### src/rtl/tlb_one_pkg.sv
// Shared constants, entry type and page-mask helper for the single-entry
// translation cache. Assumes a three-level 39-bit virtual scheme.
package tlb_one_pkg;
    localparam int ASID_W   = 16;
    localparam int VA_W     = 39;
    localparam int PA_W     = 56;
    localparam int PTE_W    = 64;
    localparam int LVL_W    = 2;
    localparam int PG_OFS   = 12;
    localparam int LVL_BITS = 9;
    localparam int EXT_W    = PA_W - VA_W;

    // Bit positions inside the low byte of a page-table entry
    localparam int B_V = 0;
    localparam int B_R = 1;
    localparam int B_W = 2;
    localparam int B_X = 3;
    localparam int B_U = 4;
    localparam int B_G = 5;
    localparam int B_A = 6;
    localparam int B_D = 7;

    localparam logic [1:0] ACC_LOAD  = 2'd0;
    localparam logic [1:0] ACC_STORE = 2'd1;

    localparam logic [2:0] FLT_NONE   = 3'd0;
    localparam logic [2:0] FLT_PERM   = 3'd1;
    localparam logic [2:0] FLT_UPD    = 3'd2;
    localparam logic [2:0] FLT_ACCESS = 3'd3;

    typedef struct packed {
        logic [ASID_W-1:0] asid;
        logic [VA_W-1:0]   va;
        logic [PA_W-1:0]   pa;
        logic [PTE_W-1:0]  pte;
        logic [PA_W-1:0]   pte_addr;
        logic [LVL_W-1:0]  level;
        logic              glob;
    } tlb_ent_t;

    // Mask of the in-page offset bits for a given level (levels above 2 clamp)
    function automatic logic [VA_W-1:0] lvl_mask(input logic [LVL_W-1:0] lvl);
        logic [VA_W-1:0] m;
        int top;
        top = PG_OFS + LVL_BITS * ((lvl == 2'd0) ? 0 : (lvl == 2'd1) ? 1 : 2);
        for (int i = 0; i < VA_W; i++) m[i] = (i < top);
        return m;
    endfunction
endpackage

### src/rtl/tlb_one_perm.sv
// Permission and accessed/dirty decision for one page-table entry.
// Purely combinational; assumes the entry is a valid leaf.
module tlb_one_perm
    import tlb_one_pkg::*;
(
    input  logic [7:0] pte_lo,
    input  logic [1:0] acc,
    input  logic       user,
    input  logic       mxr,
    input  logic       sum,
    output logic       ok,
    output logic       need,
    output logic [7:0] new_lo
);
    logic priv_ok;
    logic type_ok;
    logic is_store;
    logic is_fetch;

    // Privilege test, access-type test and the flag update decision
    always_comb begin
        is_store = (acc == ACC_STORE);
        is_fetch = acc[1];
        priv_ok  = user ? pte_lo[B_U] : (!pte_lo[B_U] || (sum && !is_fetch));
        if (acc == ACC_LOAD)  type_ok = pte_lo[B_R] || (mxr && pte_lo[B_X]);
        else if (is_store)    type_ok = pte_lo[B_W];
        else                  type_ok = pte_lo[B_X];
        ok     = priv_ok && type_ok;
        need   = !pte_lo[B_A] || (is_store && !pte_lo[B_D]);
        new_lo = pte_lo;
        new_lo[B_A] = 1'b1;
        if (is_store) new_lo[B_D] = 1'b1;
    end
endmodule

### src/rtl/tlb_one_entry.sv
// Storage for the single cached translation with lookup match and flush
// match. Install takes priority over a flush in the same cycle.
module tlb_one_entry
    import tlb_one_pkg::*;
(
    input  logic              clk,
    input  logic              rst_n,
    input  logic [ASID_W-1:0] lk_asid,
    input  logic [VA_W-1:0]   lk_va,
    output logic              lk_hit,
    output logic [PA_W-1:0]   e_pa,
    output logic [PTE_W-1:0]  e_pte,
    output logic [PA_W-1:0]   e_pte_addr,
    output logic [VA_W-1:0]   e_mask,
    input  logic              ins_en,
    input  tlb_ent_t          ins_ent,
    input  logic              pte_wr_en,
    input  logic [PTE_W-1:0]  pte_wr_val,
    input  logic              fl_valid,
    input  logic              fl_use_asid,
    input  logic [ASID_W-1:0] fl_asid,
    input  logic              fl_use_va,
    input  logic [VA_W-1:0]   fl_va
);
    tlb_ent_t q;
    logic     vld;
    logic     fl_match;

    // Lookup and flush matching against the stored tag
    always_comb begin
        e_mask   = lvl_mask(q.level);
        lk_hit   = vld && (q.glob || (lk_asid == q.asid))
                       && (((lk_va ^ q.va) & ~e_mask) == '0);
        fl_match = vld
                 && (!fl_use_asid || ((fl_asid == q.asid) && !q.glob))
                 && (!fl_use_va || (((fl_va ^ q.va) & ~e_mask) == '0));
        e_pa       = q.pa;
        e_pte      = q.pte;
        e_pte_addr = q.pte_addr;
    end

    // Entry update: flush, then in-place entry rewrite, then install wins
    always_ff @(posedge clk) begin
        if (!rst_n) begin
            vld <= 1'b0;
            q   <= '0;
        end else begin
            if (fl_valid && fl_match) vld <= 1'b0;
            if (pte_wr_en) q.pte <= pte_wr_val;
            if (ins_en) begin
                vld <= 1'b1;
                q   <= ins_ent;
            end
        end
    end

    AST_INSTALL_SETS: assert property (@(posedge clk) disable iff (!rst_n)
        ins_en |=> vld);
    AST_FLUSH_ALL: assert property (@(posedge clk) disable iff (!rst_n)
        fl_valid && !fl_use_asid && !fl_use_va && !ins_en |=> !vld);
    AST_GLOBAL_KEPT: assert property (@(posedge clk) disable iff (!rst_n)
        vld && q.glob && fl_valid && fl_use_asid && !fl_use_va && !ins_en |=> vld);
    AST_INSTALL_WINS: assert property (@(posedge clk) disable iff (!rst_n)
        ins_en && fl_valid |=> vld);
endmodule

### src/rtl/tlb_one.sv
// Single-entry translation cache front end. Serves hits from the stored
// entry, performs hardware A/D updates with write-back when enabled, and
// hands misses to an external walker. One lookup in flight at a time.
module tlb_one
    import tlb_one_pkg::*;
(
    input  logic              clk,
    input  logic              rst_n,
    input  logic              upd_en,
    input  logic              req_valid,
    output logic              req_ready,
    input  logic [ASID_W-1:0] req_asid,
    input  logic [VA_W-1:0]   req_va,
    input  logic [1:0]        req_acc,
    input  logic              req_user,
    input  logic              req_mxr,
    input  logic              req_sum,
    output logic              resp_valid,
    output logic [PA_W-1:0]   resp_pa,
    output logic [2:0]        resp_fault,
    output logic              walk_req,
    output logic [VA_W-1:0]   walk_va,
    output logic [1:0]        walk_acc,
    output logic              walk_user,
    output logic              walk_mxr,
    output logic              walk_sum,
    input  logic              walk_done,
    input  logic [2:0]        walk_fault,
    input  logic [PA_W-1:0]   walk_pa,
    input  logic [PTE_W-1:0]  walk_pte,
    input  logic [PA_W-1:0]   walk_pte_addr,
    input  logic [LVL_W-1:0]  walk_level,
    input  logic              walk_global,
    output logic              wb_valid,
    output logic [PA_W-1:0]   wb_addr,
    output logic [PTE_W-1:0]  wb_data,
    input  logic              wb_done,
    input  logic              wb_err,
    input  logic              flush_valid,
    input  logic              flush_use_asid,
    input  logic [ASID_W-1:0] flush_asid,
    input  logic              flush_use_va,
    input  logic [VA_W-1:0]   flush_va
);
    typedef enum logic [1:0] {S_IDLE, S_WALK, S_WB} st_t;

    st_t               st;
    logic [ASID_W-1:0] q_asid;
    logic [VA_W-1:0]   q_va;
    logic [1:0]        q_acc;
    logic              q_user, q_mxr, q_sum, q_from_hit;
    logic [PA_W-1:0]   q_pa;
    logic [PA_W-1:0]   q_wb_addr;
    logic [PTE_W-1:0]  q_wb_data;
    tlb_ent_t          q_ent;

    logic              lk_hit;
    logic [PA_W-1:0]   e_pa, e_pte_addr, hit_pa;
    logic [PTE_W-1:0]  e_pte, pte_wr_val;
    logic [VA_W-1:0]   e_mask, w_mask;
    logic              accept, pc_ok, pc_need;
    logic [7:0]        pc_lo, pc_new;
    logic [1:0]        pc_acc;
    logic              pc_user, pc_mxr, pc_sum;
    logic              ins_en, pte_wr_en;
    tlb_ent_t          walk_ent, ins_ent;

    tlb_one_entry u_entry (
        .clk(clk), .rst_n(rst_n),
        .lk_asid(req_asid), .lk_va(req_va), .lk_hit(lk_hit),
        .e_pa(e_pa), .e_pte(e_pte), .e_pte_addr(e_pte_addr), .e_mask(e_mask),
        .ins_en(ins_en), .ins_ent(ins_ent),
        .pte_wr_en(pte_wr_en), .pte_wr_val(pte_wr_val),
        .fl_valid(flush_valid), .fl_use_asid(flush_use_asid), .fl_asid(flush_asid),
        .fl_use_va(flush_use_va), .fl_va(flush_va)
    );

    tlb_one_perm u_perm (
        .pte_lo(pc_lo), .acc(pc_acc), .user(pc_user), .mxr(pc_mxr), .sum(pc_sum),
        .ok(pc_ok), .need(pc_need), .new_lo(pc_new)
    );

    // Port-facing status derived from the controller state
    always_comb begin
        req_ready = (st == S_IDLE);
        walk_req  = (st == S_WALK);
        wb_valid  = (st == S_WB);
        walk_va   = q_va;
        walk_acc  = q_acc;
        walk_user = q_user;
        walk_mxr  = q_mxr;
        walk_sum  = q_sum;
        wb_addr   = q_wb_addr;
        wb_data   = q_wb_data;
        accept    = req_valid && req_ready;
    end

    // Select the entry under check: cached one while idle, walk result later
    always_comb begin
        pc_lo   = (st == S_IDLE) ? e_pte[7:0] : walk_pte[7:0];
        pc_acc  = (st == S_IDLE) ? req_acc    : q_acc;
        pc_user = (st == S_IDLE) ? req_user   : q_user;
        pc_mxr  = (st == S_IDLE) ? req_mxr    : q_mxr;
        pc_sum  = (st == S_IDLE) ? req_sum    : q_sum;
    end

    // Address forming, install data and entry write controls
    always_comb begin
        hit_pa     = e_pa | {{EXT_W{1'b0}}, req_va & e_mask};
        w_mask     = lvl_mask(walk_level);
        pte_wr_val = {e_pte[PTE_W-1:8], pc_new};
        walk_ent.asid     = q_asid;
        walk_ent.va       = q_va;
        walk_ent.pa       = walk_pa & ~{{EXT_W{1'b0}}, w_mask};
        walk_ent.pte      = walk_pte;
        walk_ent.pte_addr = walk_pte_addr;
        walk_ent.level    = walk_level;
        walk_ent.glob     = walk_global;
        pte_wr_en = (st == S_IDLE) && accept && lk_hit && pc_ok && pc_need && upd_en;
        ins_en    = ((st == S_WALK) && walk_done && (walk_fault == FLT_NONE) && !pc_need)
                 || ((st == S_WB) && wb_done && !wb_err && !q_from_hit);
        ins_ent   = (st == S_WB) ? q_ent : walk_ent;
    end

    // Lookup sequencing: idle decision, walk wait, write-back wait
    always_ff @(posedge clk) begin
        if (!rst_n) begin
            st         <= S_IDLE;
            resp_valid <= 1'b0;
            resp_pa    <= '0;
            resp_fault <= FLT_NONE;
            q_asid     <= '0;
            q_va       <= '0;
            q_acc      <= '0;
            q_user     <= 1'b0;
            q_mxr      <= 1'b0;
            q_sum      <= 1'b0;
            q_from_hit <= 1'b0;
            q_pa       <= '0;
            q_wb_addr  <= '0;
            q_wb_data  <= '0;
            q_ent      <= '0;
        end else begin
            resp_valid <= 1'b0;
            case (st)
                S_IDLE: if (accept) begin
                    q_asid <= req_asid;
                    q_va   <= req_va;
                    q_acc  <= req_acc;
                    q_user <= req_user;
                    q_mxr  <= req_mxr;
                    q_sum  <= req_sum;
                    resp_pa <= '0;
                    if (!lk_hit) begin
                        st         <= S_WALK;
                        q_from_hit <= 1'b0;
                    end else if (!pc_ok) begin
                        resp_valid <= 1'b1;
                        resp_fault <= FLT_PERM;
                    end else if (pc_need && !upd_en) begin
                        resp_valid <= 1'b1;
                        resp_fault <= FLT_UPD;
                    end else if (pc_need) begin
                        st         <= S_WB;
                        q_from_hit <= 1'b1;
                        q_pa       <= hit_pa;
                        q_wb_addr  <= e_pte_addr;
                        q_wb_data  <= pte_wr_val;
                    end else begin
                        resp_valid <= 1'b1;
                        resp_fault <= FLT_NONE;
                        resp_pa    <= hit_pa;
                    end
                end
                S_WALK: if (walk_done) begin
                    resp_pa <= '0;
                    if (walk_fault != FLT_NONE) begin
                        st         <= S_IDLE;
                        resp_valid <= 1'b1;
                        resp_fault <= walk_fault;
                    end else if (!pc_need) begin
                        st         <= S_IDLE;
                        resp_valid <= 1'b1;
                        resp_fault <= FLT_NONE;
                        resp_pa    <= walk_pa;
                    end else if (!upd_en) begin
                        st         <= S_IDLE;
                        resp_valid <= 1'b1;
                        resp_fault <= FLT_UPD;
                    end else begin
                        st        <= S_WB;
                        q_pa      <= walk_pa;
                        q_wb_addr <= walk_pte_addr;
                        q_wb_data <= {walk_pte[PTE_W-1:8], pc_new};
                        q_ent     <= walk_ent;
                        q_ent.pte <= {walk_pte[PTE_W-1:8], pc_new};
                    end
                end
                S_WB: if (wb_done) begin
                    st         <= S_IDLE;
                    resp_valid <= 1'b1;
                    resp_fault <= wb_err ? FLT_ACCESS : FLT_NONE;
                    resp_pa    <= wb_err ? '0 : q_pa;
                end
                default: st <= S_IDLE;
            endcase
        end
    end

    AST_MISS_WALKS: assert property (@(posedge clk) disable iff (!rst_n)
        req_valid && req_ready && !lk_hit |=> walk_req);
    AST_HIT_NO_WALK: assert property (@(posedge clk) disable iff (!rst_n)
        req_valid && req_ready && lk_hit |=> !walk_req);
    AST_UPD_OFF_FAULT: assert property (@(posedge clk) disable iff (!rst_n)
        req_valid && req_ready && lk_hit && pc_ok && pc_need && !upd_en
        |=> !wb_valid && resp_valid && (resp_fault == FLT_UPD));
    AST_WB_SETS_A: assert property (@(posedge clk) disable iff (!rst_n)
        wb_valid |-> wb_data[B_A]);
    AST_WALK_HELD: assert property (@(posedge clk) disable iff (!rst_n)
        walk_req && !walk_done |=> walk_req);
    AST_WB_HELD: assert property (@(posedge clk) disable iff (!rst_n)
        wb_valid && !wb_done |=> wb_valid && $stable(wb_data));
endmodule

### config.mk
export PLATFORM = sky130hd
export DESIGN_NAME = tlb_one
export DESIGN_NICKNAME = d
export VERILOG_FILES = /design/src/rtl/tlb_one_pkg.sv /design/src/rtl/tlb_one_perm.sv /design/src/rtl/tlb_one_entry.sv /design/src/rtl/tlb_one.sv
export SDC_FILE = /design/constraint.sdc
export NUM_CORES = 2
export LEC_CHECK = 0
export CAP_MARGIN = 20
export CORE_ASPECT_RATIO = 0.5
export CORE_MARGIN = 4
export CORE_UTILIZATION = 35
export CTS_CLUSTER_SIZE = 28
export DETAILED_ROUTE_END_ITERATION = 8
export GPL_TIMING_DRIVEN = 0
export HOLD_SLACK_MARGIN = 0.12
export PLACE_DENSITY = 0.61
export REMOVE_ABC_BUFFERS = 1
export SYNTH_ARGS = -nofsm -noshare
export SYNTH_HDL_FRONTEND = slang
export SYNTH_HIERARCHICAL = 1
export SYNTH_SLANG_ARGS = --single-unit
### constraint.sdc
create_clock -name clk -period 3.3 [get_ports clk]
set_input_delay 0.66 -clock clk [delete_from_list [all_inputs] [get_ports clk]]
set_output_delay 0.66 -clock clk [all_outputs]
set_load 0.1 [all_outputs]
==> impl_metrics.toml <==
[synth]
synth_cells = 4116
synth.cell_area_sq_mm = 0.03576
syn_area_per_cell_sq_um = 8.689
ys_warn_count = 6

[sta]
rsz0062_at_grt = "true"
min_period_ps = 3470
finalCritPeriodShare_pct = 105.2
finalHoldViolations = 0
max-slew-margin-rel_pct = 21.39
hold_ws_ps = 340.3
fin_skew_ps = 31.77
setup_tns_ps = -15170
finalMaxSlewViolations = 0
setup_viol_count_final = 188
tightest_slew_ps = 1175
fin_ws_ps = -170.0
max_freq_mhz = 288.2

[drt]
ant_nets = 0
num_vias = 31050
drtIter0Drc = 2659
drt_pre_antenna_iters = 6
wl_per_cell_um = 22.61
via_per_inst = 5.354
wirelength_mm = 131.1
drc = 0

[global_routing]
grt-ovfl-total = 0
grt_usage_pct = 22.07
antenna_found_initial = 45
grt_pass1_wl_mm = 185.3
grt_pass1_vias = 30160
grt_max_degree = 164

[die]
die_x_um = 460.1
io-pin-count = 534
die_h_um = 234.0
fp.coreArea_sq_mm = 0.1008
initial_core_util_pct = 35.50
row_count = 82
dieArea_sq_mm = 0.1077

[critical_path]
cp.buffers_inverters = 9
r2r-end = "wb_addr[25]"
crit_fanout = 7
cpPeakStageDelay_ps = 510
critPathTopFamily = "buffers and inverters"
worstSetupPathDepth = 17
crit_arrival_ps = 4030
start_kind = "input pin"
critPathSlowestCell = "clkdlybuf4s50_1"
rrSetupSlack_ps = -130
crit_type = "input pin to register"
reg2reg_from = "st[1]"
worst-r2r-cell-count = 15
crit_chain = "clkdlybuf4s50_1, xor2_1, nor4_2, nand4_1, nor3_2, buf_4, nand3_2, a222oi_1, buf_4, buf_6, buf_8, buf_6, buf_6, buf_8, buf_8, a21oi_4, a211oi_2"
crit_required_ps = 3860
end_kind = "register"

[placement]
io_buffers = 521
place.gp.congestion = 0.8165
dp_hpwl_mm = 79.11

[clock_network]
cts_hold_buffers = 0
path_clk_slew_ps = 60
cts_tree = "done"
cts_buffer_depth = 3
clk-insertion-delay-late_ps = 670
cts-root-buf = "clkbuf_16"
clock_sink_count = 740
numCtsBuffers = 75
htreeDepth = 3

[finish]
final_layout_size_suffix_gt1_share_pct = 15.82
synthToLayoutAreaGrowth_pct = 29.22
fin_nets = 4678

[status]
violations = "setup timing"
outcome = "complete, but fails checks"

[hold_path]
hold_path.class = "input pin to register"
whs_path_depth = 3
holdPathEnd = "walk_va[36]"
hold_start = "req_va[36]"

[job]
maxCapViolCount = 0

[power_and_ir_drop]
p_leak_nw = 15.22
powerDensity_mw_per_mm2 = 752.8
irDropWorstVdd_uv = 615.2
==> routing by layer <==
| metal | wire length [um] | global-route usage (%) |
|---|---|---|
| met1 | 52010 | 26.10 |
| met2 | 64720 | 37.99 |
| met3 | 6414 | 3.119 |
| met4 | 7963 | 14.02 |
| met5 | 7 | 0 |
==> worst reg2reg max path: stages (launching register included) <==
cell	delay, ps
dfxtp_4	370
inv_6	90
ha_4	180
buf_4	130
buf_4	180
mux2_2	440
a221oi_4	390
mux2i_2	170
a21oi_4	250
buf_12	150
buf_16	150
and2_4	200
buf_12	150
buf_12	160
clkbuf_16	190
a211oi_1	70
==> layout make-up <==
class | instances | area [sq um]
fillers | 9410 | 54540
flip-flops and latches | 740 | 14830
multi-input cells | 2791 | 18400
clock buffers | 102 | 2140
well taps | 1344 | 1682
inverters | 8 | 47.55
clock inverters | 22 | 242.7
repair buffers | 749 | 8766
diodes | 43 | 107.6
==> power by group <==
| part | switching, mW | internal (mW) | total [mW] |
|---|---|---|---|
| Clock | 3.79 | 4.84 | 8.63 |
| Sequential | 0.477 | 9.71 | 10.2 |
| Combinational | 10.4 | 5.52 | 16.0 |
==> worst max-delay path by stage <==
stage | startpoint | end | slack (ps)
6_report | req_va[32] | wb_addr[20] | -170
5_1_grt | u_entry/q[199] | wb_addr[20] | -300
4_1_cts | u_entry/q[196] | wb_addr[25] | 6
3_5_place_dp | req_va[20] | wb_data[5] | -2450
3_3_place_gp | st[1] | wb_data[38] | -47160
2_1_floorplan | st[1] | u_entry/e_pte[0] | -23460
==> cells in the final DEF (no fill, tap or decap), types with 48 or more instances in the layout <==
master,count
a211oi_2,65
nor2b_1,160
clkbuf_16,88
nand4_1,50
mux2i_1,357
nor2_1,59
a21oi_1,500
mux2_2,203
buf_4,66
o21ai_0,174
nand2_1,720
dfxtp_1,736
and2_1,73
xor2_1,48
a211oi_1,66
clkdlybuf4s50_1,503
==> sequential cells by signal, indices dropped and copies added, names as in the netlist, 3 cells and up <==
signal and cells:
resp_fault 3, q_pa 56, wb_addr 56, u_entry/e_pte 64, q_asid 16, walk_va 39, q_ent 218, u_entry/e_pa 56
resp_pa 56, u_entry/q 46, wb_data 64, u_entry/e_pte_addr 56
==> metrics by stage <==
step	setup slack (ps)	power, mW	utilization [%]	area (sq um)	instances
after floorplan	-23460	18.03	-	32420	3532
after global placement	-47160	19.61	39.02	39320	5397
after detailed placement	-2453	24.14	40.98	41280	5516
after CTS	5.502	33.86	44.34	44670	5692
after global routing	-301.4	35.95	45.86	46210	5798
final	-170.0	34.79	45.87	46210	5799
==> what timing repair did <==
item / CTS / global route
endpoints found under the setup margin: 682 / 424
gates resized for setup: 111 / 195
setup buffers: 43 / 50
cloned: 12 / 19
pin swaps: 19 / 69
No activity file was read; power rests on OpenSTA's default activity.
